[src/rtl/simd_dual_pkg.sv]
package simd_dual_pkg;

  localparam int OP_W   = 5;
  localparam int COND_W = 4;

  typedef enum logic [OP_W-1:0] {
    OP_AND   = 5'd0,
    OP_OR    = 5'd1,
    OP_XOR   = 5'd2,
    OP_NAND  = 5'd3,
    OP_NOR   = 5'd4,
    OP_ANDC  = 5'd5,
    OP_ADD   = 5'd6,
    OP_SUB   = 5'd7,
    OP_MHH   = 5'd8,
    OP_MLL   = 5'd9,
    OP_MHL   = 5'd10,
    OP_MLH   = 5'd11,
    OP_SPLAT = 5'd12,
    OP_FABS  = 5'd13,
    OP_FNABS = 5'd14,
    OP_FNEG  = 5'd15,
    OP_FTEQ  = 5'd16,
    OP_FTGT  = 5'd17,
    OP_FTLT  = 5'd18
  } op_e;

  // Codes computed per half by the lane slices
  function automatic logic op_is_lane(input logic [OP_W-1:0] op);
    return (op <= 5'd7) || (op >= 5'd13 && op <= 5'd15);
  endfunction

  // Codes that move whole halves
  function automatic logic op_is_perm(input logic [OP_W-1:0] op);
    return (op >= 5'd8) && (op <= 5'd12);
  endfunction

  // Float test codes
  function automatic logic op_is_cmp(input logic [OP_W-1:0] op);
    return (op >= 5'd16) && (op <= 5'd18);
  endfunction

  typedef struct packed {
    logic all_f;
    logic any_f;
    logic hi_f;
    logic lo_f;
  } cond_t;

endpackage

[src/rtl/simd_half_lane.sv]
module simd_half_lane
  import simd_dual_pkg::*;
#(
  parameter int HW = 32
) (
  input  logic [OP_W-1:0] op,
  input  logic [HW-1:0]   a,
  input  logic [HW-1:0]   b,
  output logic [HW-1:0]   res,
  output logic            flag
);

  localparam int MAG_W = HW - 1;

  logic [MAG_W-1:0]  mag_a, mag_b;
  logic signed [HW-1:0] key_a, key_b;
  logic eq_f, gt_f, lt_f;

  assign mag_a = a[MAG_W-1:0];
  assign mag_b = b[MAG_W-1:0];

  // Map sign-magnitude onto an ordered signed key; both zeros map to 0
  assign key_a = a[HW-1] ? -$signed({1'b0, mag_a}) : $signed({1'b0, mag_a});
  assign key_b = b[HW-1] ? -$signed({1'b0, mag_b}) : $signed({1'b0, mag_b});

  assign eq_f = (key_a == key_b);
  assign gt_f = (key_a >  key_b);
  assign lt_f = (key_a <  key_b);

  always_comb begin
    res = '0;
    unique case (op_e'(op))
      OP_AND:   res = a & b;
      OP_OR:    res = a | b;
      OP_XOR:   res = a ^ b;
      OP_NAND:  res = ~(a & b);
      OP_NOR:   res = ~(a | b);
      OP_ANDC:  res = a & ~b;
      OP_ADD:   res = a + b;
      OP_SUB:   res = a - b;
      OP_FABS:  res = {1'b0, mag_a};
      OP_FNABS: res = {1'b1, mag_a};
      OP_FNEG:  res = {~a[HW-1], mag_a};
      default:  res = '0;
    endcase
  end

  always_comb begin
    flag = 1'b0;
    unique case (op_e'(op))
      OP_FTEQ: flag = eq_f;
      OP_FTGT: flag = gt_f;
      OP_FTLT: flag = lt_f;
      default: flag = 1'b0;
    endcase
  end

endmodule

[src/rtl/simd_half_perm.sv]
module simd_half_perm
  import simd_dual_pkg::*;
#(
  parameter int HW = 32
) (
  input  logic [OP_W-1:0] op,
  input  logic [2*HW-1:0] a,
  input  logic [2*HW-1:0] b,
  output logic [2*HW-1:0] res
);

  logic [HW-1:0] a_hi, a_lo, b_hi, b_lo;

  assign a_hi = a[2*HW-1:HW];
  assign a_lo = a[HW-1:0];
  assign b_hi = b[2*HW-1:HW];
  assign b_lo = b[HW-1:0];

  always_comb begin
    res = '0;
    unique case (op_e'(op))
      OP_MHH:   res = {a_hi, b_hi};
      OP_MLL:   res = {a_lo, b_lo};
      OP_MHL:   res = {a_hi, b_lo};
      OP_MLH:   res = {a_lo, b_hi};
      OP_SPLAT: res = {a_lo, a_lo};
      default:  res = '0;
    endcase
  end

endmodule

[src/rtl/simd_dual_unit.sv]
module simd_dual_unit
  import simd_dual_pkg::*;
#(
  parameter int DATA_W = 64,
  parameter int TAG_W  = 6
) (
  input  logic              clk,
  input  logic              rst_n,
  input  logic              in_valid,
  output logic              in_ready,
  input  logic [OP_W-1:0]   in_op,
  input  logic              in_vec,
  input  logic [DATA_W-1:0] in_a,
  input  logic [DATA_W-1:0] in_b,
  input  logic [TAG_W-1:0]  in_tag,
  output logic              out_valid,
  input  logic              out_ready,
  output logic [DATA_W-1:0] out_result,
  output logic [COND_W-1:0] out_cond,
  output logic [TAG_W-1:0]  out_tag
);

  localparam int HW      = DATA_W / 2;
  localparam int N_HALF  = 2;

  logic [HW-1:0] lane_res  [N_HALF];
  logic          lane_flag [N_HALF];
  logic [DATA_W-1:0] perm_res;
  logic [DATA_W-1:0] nxt_result;
  cond_t             nxt_cond;
  logic is_lane, is_perm, is_cmp, fire;

  for (genvar g = 0; g < N_HALF; g++) begin : g_half
    simd_half_lane #(.HW(HW)) lane_i (
      .op   (in_op),
      .a    (in_a[g*HW +: HW]),
      .b    (in_b[g*HW +: HW]),
      .res  (lane_res[g]),
      .flag (lane_flag[g])
    );
  end

  simd_half_perm #(.HW(HW)) perm_i (
    .op  (in_op),
    .a   (in_a),
    .b   (in_b),
    .res (perm_res)
  );

  assign is_lane = op_is_lane(in_op);
  assign is_perm = op_is_perm(in_op);
  assign is_cmp  = op_is_cmp(in_op);

  always_comb begin
    nxt_result = '0;
    if (is_perm)
      nxt_result = perm_res;
    else if (is_lane)
      nxt_result = {(in_vec ? lane_res[1] : in_a[DATA_W-1:HW]), lane_res[0]};
  end

  always_comb begin
    nxt_cond.lo_f  = is_cmp & lane_flag[0];
    nxt_cond.hi_f  = is_cmp & in_vec & lane_flag[1];
    nxt_cond.any_f = in_vec ? (nxt_cond.lo_f | nxt_cond.hi_f) : nxt_cond.lo_f;
    nxt_cond.all_f = in_vec ? (nxt_cond.lo_f & nxt_cond.hi_f) : nxt_cond.lo_f;
  end

  assign in_ready = !out_valid || out_ready;
  assign fire     = in_valid && in_ready;

  always_ff @(posedge clk) begin
    if (!rst_n) begin
      out_valid  <= 1'b0;
      out_result <= '0;
      out_cond   <= '0;
      out_tag    <= '0;
    end else if (fire) begin
      out_valid  <= 1'b1;
      out_result <= nxt_result;
      out_cond   <= nxt_cond;
      out_tag    <= in_tag;
    end else if (out_ready) begin
      out_valid  <= 1'b0;
    end
  end

endmodule

[config.mk]
export PLATFORM = sky130hd
export DESIGN_NAME = simd_dual_unit
export DESIGN_NICKNAME = d
export VERILOG_FILES = /design/src/rtl/simd_dual_pkg.sv /design/src/rtl/simd_half_lane.sv /design/src/rtl/simd_half_perm.sv /design/src/rtl/simd_dual_unit.sv
export SDC_FILE = /design/constraint.sdc
export NUM_CORES = 1
export LEC_CHECK = 0
export BUFFER_PORTS_ARGS = -buffer_cell sky130_fd_sc_hd__buf_2
export CORE_MARGIN = 2
export CORE_UTILIZATION = 40
export CTS_BUF_LIST = sky130_fd_sc_hd__clkbuf_8
export DETAILED_ROUTE_END_ITERATION = 8
export PLACE_DENSITY = 0.56
export SLEW_MARGIN = 20
export SYNTH_ARGS = -nofsm -noshare
export SYNTH_HDL_FRONTEND = slang
export SYNTH_HIERARCHICAL = 1
export SYNTH_SLANG_ARGS = --single-unit
[constraint.sdc]
create_clock -name clk -period 6.2 [get_ports clk]
set_input_delay 1.24 -clock clk [delete_from_list [all_inputs] [get_ports clk]]
set_output_delay 1.24 -clock clk [all_outputs]
set_load 0.02 [all_outputs]
==> impl_metrics.json, run 1 <==
{
  "hold_viol_final": 0,
  "clk_pin_slew_ns": 0.09,
  "synth_area_leaders": "ha_1 21%, xnor2_1 8.9%, dfxtp_1 7.8%",
  "ioPinCount": 220,
  "syn_to_final_growth_pct": 9.89,
  "final_nets": 3142,
  "r2r-end": "out_result[19]",
  "cp.required_ns": 6.47,
  "h-tree-depth": 3,
  "reg2reg_slack_ns": 4.13,
  "synth_ff_type": "dfxtp_1",
  "mostFrequentLayoutCell": "ha_1",
  "clk_latency_ns": 0.39,
  "synth_cells": 2532,
  "crit_buf_inv": 4,
  "whs_path_depth": 2,
  "fp.dieH_um": 224,
  "synth.avg_cell_area_um2": 7.62,
  "path_max_fanout": 11,
  "worst_pin_slew_ns": 1.12,
  "reg2reg_depth": 5,
  "holdPathEnd": "out_tag[1]",
  "detail_route.wirelength_um": 79800,
  "setup_viol": 0,
  "cts_buffers": 9,
  "synth.top_cell.area_share": 0.209,
  "start_util": 0.405,
  "rows": 80,
  "r2r_start": "out_valid",
  "max_freq_mhz": 173,
  "final_core_util": 0.445,
  "report.final.slew_viol_count": 0,
  "critPathKind": "input pin to flip-flop",
  "yosysWarnings": 6,
  "fin_crit_sh": 0.933,
  "power_density_nw_per_um2": 123,
  "place_congestion": 0.931,
  "drc_errors": 0,
  "ys_seq_elements": 75,
  "ys_types": 93,
  "routed_via_density": 6.26,
  "ys_seq_area_frac": 0.0778,
  "postCtsHoldBufs": 0,
  "dp_hpwl_um": 61400,
  "synth_edf_count": 0,
  "die_area_um2": 50000,
  "drt-initial-drc-count": 2265,
  "ant_nets": 0,
  "max_slew_margin": 0.249,
  "outcome": "finished clean",
  "power.leakage_uw": 0.00984,
  "grt_util_all_layers": 0.307,
  "post-cts-setup-buffers": 0,
  "grt_max_degree": 77,
  "min_period_ns": 5.79,
  "synth_area_leader_cell": "ha_1",
  "crit_family": "compound AO/OA/AOI/OAI gates",
  "max_stage_delay_ns": 0.63,
  "first_global_vias": 19600,
  "finClkSkew_ns": 0.0122,
  "min_path_type": "flip-flop to flip-flop",
  "coreArea_um2": 47600,
  "rsz0062_at_grt": "false",
  "hp-start": "out_tag[1]",
  "final.setup.tns_ns": 0,
  "clock-root-buffer": "clkbuf_8",
  "first_pass_iters": 6,
  "vias": 20600,
  "grt_pass1_wl_um": 120000,
  "layout_common_cells": "322 x ha_1, 248 x nand2_1, 217 x buf_2",
  "netlist_area_um2": 19300,
  "synth.net_count": 3000,
  "io_buffers": 219,
  "cp-end-kind": "flip-flop",
  "critPathSlowestCell": "a221oi_1",
  "overflow": 0,
  "nFillCells": 4992,
  "cts_resized": 0,
  "cp-start-kind": "input pin",
  "vdd_drop_max_v": 0.0000734,
  "antenna_found_initial": 3,
  "cts_tree": "yes",
  "synthArstFlopShare": 0,
  "cap_violations": 0,
  "path_cells": "buf_2, nor3b_1, buf_4, and2_1, nand2_1, buf_4, o21ai_0, inv_1, ha_1, nor2b_1, o31ai_1, a211oi_1, or2_1, and4_1, a31oi_1, nor2_1, xnor2_1, o221ai_1, a221oi_1, nor2_1",
  "clock_sinks": 75,
  "cp.arrival_ns": 6.05,
  "drive_gt1_frac": 0.167,
  "wire_per_inst_um": 24.2,
  "cts.path.max_buffers": 2,
  "die_x_um": 224
}
[logic make-up after synthesis]
group / synth area share
AO/OA/AOI/OAI: 0.306
XOR/XNOR: 0.100
adder cells (fa/ha/maj): 0.211
buffers and inverters: 0.0756
flip-flops: 0.0778
multiplexers: 0.0639
AND/OR/NAND/NOR: 0.165
[cell type report]
class,count,area [um2],area share
multi-input cells,2116,16400,0.773
repair buffers,292,1650,0.0780
flip-flops and latches,75,1500,0.0708
well taps,615,769,0.0363
inverters,180,676,0.0319
clock buffers,10,138,0.00649
clock inverters,6,65.1,0.00307
diodes,3,7.51,0.000354
[stage by stage]
step	total power, uW	setup slack [ns]	hold slack (ns)	std cells	area (um2)
finish	2610	0.414	0.466	3297	21200
global route	2780	0.124	0.505	3297	21200
CTS	2590	0.523	0.469	3294	21200
detailed placement	2160	0.118	0.456	3278	21000
global placement	2140	0.112	0.449	3278	21000
floorplan	1630	0.893	0.533	2532	19300
[worst max-delay path by stage]
stage,start,to,slack (ns),cells past startpoint
2_1_floorplan,in_b[33],out_result[61],0.89,20
3_3_place_gp,in_op[3],out_result[31],0.11,22
3_5_place_dp,in_op[4],out_result[31],0.12,22
4_1_cts,in_op[4],out_result[31],0.52,22
5_1_grt,in_b[33],out_result[63],0.12,22
6_report,in_op[2],out_result[19],0.41,20
[sequential cells by signal (all words and copies together) (netlist names)]
name	count
out_cond	4
out_result	64
out_tag	6
out_valid	1
[synth_stat cells (13+ instances only)]
| library cell | count |
|---|---|
| a21o_1 | 55 |
| a21oi_1 | 97 |
| a221oi_1 | 62 |
| a221oi_2 | 32 |
| a222oi_1 | 33 |
| a22oi_1 | 25 |
| a32o_2 | 30 |
| buf_1 | 16 |
| buf_2 | 22 |
| buf_6 | 13 |
| clkbuf_1 | 106 |
| dfxtp_1 | 75 |
| ha_1 | 322 |
| inv_1 | 177 |
| mux2_2 | 33 |
| mux2i_1 | 86 |
| nand2_1 | 249 |
| nand2b_1 | 28 |
| nand3_1 | 37 |
| nand4_1 | 39 |
| nor2_1 | 170 |
| nor2b_1 | 16 |
| nor3_1 | 20 |
| o211ai_1 | 62 |
| o21ai_0 | 152 |
| o221ai_1 | 21 |
| o22ai_1 | 36 |
| o31ai_1 | 57 |
| o41ai_1 | 16 |
| or3_1 | 21 |
| xnor2_1 | 197 |
| xor2_1 | 21 |
[routing by layer]
metal  vias to the layer above  share of wire  global-route usage
met5                         -              0                   0
met4                         0          0.028              0.0978
met3                       107          0.066              0.0209
met2                       840           0.45               0.494
met1                     10000           0.46               0.437
li1                       9692              -                   -
[report_power, final]
part / internal (uW) / switching (uW) / total [uW]
Combinational: 628 / 1030 / 1660
Sequential: 513 / 22.1 / 536
Clock: 198 / 218 / 416
Total: 1340 / 1270 / 2610
[worst register-to-register path, cell delays in order (launching register included)]
cell and delay [ns]:
dfxtp_1 0.32, nand2b_1 0.16, nand2_4 0.28, buf_4 0.47, a221oi_1 0.61, nor2_1 0.11
Note: power is estimated with default switching activity, not from simulation.
==> run 2: changes to the inputs <==
Settings changed: CORE_ASPECT_RATIO set to 1.1, PLACE_DENSITY 0.56 to 0.66.
==> impl_metrics.json, run 2 (synthesis gave the netlist of run 1 again) <==
{
  "worst_pin_slew_ns": 1.20,
  "min_period_ns": 5.96,
  "detail_route.wirelength_um": 80000,
  "first_pass_iters": 7,
  "overflow": 0,
  "power.leakage_uw": 0.00980,
  "drive_gt1_frac": 0.166,
  "finalPower_uw": 2640,
  "top_register": "out_result",
  "rsz0062_at_grt": "false",
  "cp.arrival_ns": 6.38,
  "first_global_vias": 20100,
  "io_buffers": 219,
  "cts_buffers": 9,
  "pwr-share-clk": 0.170,
  "grt_max_degree": 77,
  "ioPinCount": 220,
  "mostFrequentLayoutCell": "ha_1",
  "start_util": 0.404,
  "final-instance-count-excl-fill": 3320,
  "ant_nets": 0,
  "p_sw_uw": 1350,
  "cp-start-kind": "input pin",
  "cp.required_ns": 6.62,
  "critPathKind": "input pin to flip-flop",
  "routed_via_density": 6.39,
  "syn_to_final_growth_pct": 9.79,
  "die_area_um2": 50000,
  "largest_reg_flops": 64,
  "coreArea_um2": 47700,
  "layout_common_cells": "322 x ha_1, 248 x nand2_1, 217 x buf_2",
  "setup_viol": 0,
  "post-cts-setup-buffers": 0,
  "final_core_util": 0.444,
  "finClkSkew_ns": 0.0268,
  "cp-end-kind": "flip-flop",
  "cts_tree": "yes",
  "reg.largest.list": "out_result: 64 flops, out_tag: 6 flops, out_cond: 4 flops",
  "outcome": "finished clean",
  "min_path_type": "flip-flop to flip-flop",
  "comb_power_share": 0.628,
  "internal-power_uw": 1290,
  "cts_resized": 0,
  "seqPwrFrac": 0.201,
  "clock-root-buffer": "clkbuf_8",
  "report.final.slew_viol_count": 0,
  "die_x_um": 213,
  "final_nets": 3135,
  "antenna_found_initial": 7,
  "grt_util_all_layers": 0.310,
  "drc_errors": 0,
  "rows": 84,
  "clk_pin_slew_ns": 0.13,
  "place_congestion": 0.961,
  "fin_crit_sh": 0.961,
  "drt-initial-drc-count": 2494,
  "clk_latency_ns": 0.48,
  "max_slew_margin": 0.194,
  "cts.path.max_buffers": 2,
  "dp.cells": 3301,
  "fp.dieH_um": 234,
  "h-tree-depth": 3,
  "vdd_drop_max_v": 0.000106,
  "max_freq_mhz": 168,
  "cap_violations": 0,
  "vias": 21200,
  "path_max_fanout": 8,
  "hold_viol_final": 0,
  "postCtsHoldBufs": 0,
  "swShare": 0.511,
  "dp_hpwl_um": 60000,
  "grt_pass1_wl_um": 119000,
  "wire_per_inst_um": 24.1,
  "power_density_nw_per_um2": 125,
  "clock_sinks": 75
}
==> run 2: changes by cell type in the layout (fill, tap and decap cells not counted), sizes merged <==
cell      change
buf           -7
bufinv        -1
clkbuf        -1
clkinvlp      +1
inv           +1
==> run 2: per-stage QoR <==
step           hold WS, ns  setup WS (ns)  instance area [um2]  TNS (ns)
2_1_floorplan        0.533          0.893                19300         0
6_report             0.470          0.245                21200         0
5_1_grt              0.488         0.0273                21200         0
4_1_cts              0.474          0.415                21200         0
3_5_place_dp         0.459         -0.104                21000    -0.204
3_3_place_gp         0.450        -0.0993                21000    -0.194
==> run 2: path summary, 6_finish.rpt <==
path	endpoint	slack [ns]	cells after the start	startpoint
hold reg to reg	out_tag[5]	0.47	2	out_tag[5]
hold / removal	out_tag[5]	0.47	2	out_tag[5]
setup reg to reg	out_result[21]	3.98	5	out_valid
setup / recovery	out_cond[2]	0.24	21	in_a[33]
==> run 2: per-layer routing <==
metal | part of all wire | track usage
met1 | 0.42 | 0.410
met5 | 0.00020 | 0
met2 | 0.43 | 0.477
met4 | 0.051 | 0.165
met3 | 0.096 | 0.0549
==> run 2: critical path: stages <==
cell	delay (ns)
buf_2	0.17
inv_1	0.20
ha_1	0.22
nand3_1	0.15
or2_2	0.36
nor4_2	0.33
nand3_1	0.25
or3_1	0.46
o41ai_1	0.34
xnor2_1	0.12
ha_1	0.31
nand4_1	0.16
nor4_1	0.67
o41ai_1	0.30
a31oi_1	0.32
nand3_1	0.10
o311ai_0	0.13
buf_4	0.19
a21oi_1	0.05
nand4b_1	0.21
nand2_1	0.09
==> run 2: power groups by stage <==
stage	logic, uW	registers [uW]	clock network, uW
floorplan	1050	577	0
global placement	1570	540	0
detailed placement	1610	541	0
CTS	1620	530	460
global route	1790	534	469
finish	1660	531	450
==> run 2: layout make-up <==
| type | count | area [um2] |
|---|---|---|
| clock buffers | 9 | 124 |
| well taps | 645 | 807 |
| flip-flops and latches | 75 | 1500 |
| inverters | 180 | 676 |
| diodes | 3 | 7.51 |
| multi-input cells | 2116 | 16400 |
| repair buffers | 285 | 1600 |
| clock inverters | 7 | 70.1 |
| fillers | 4892 | 26500 |
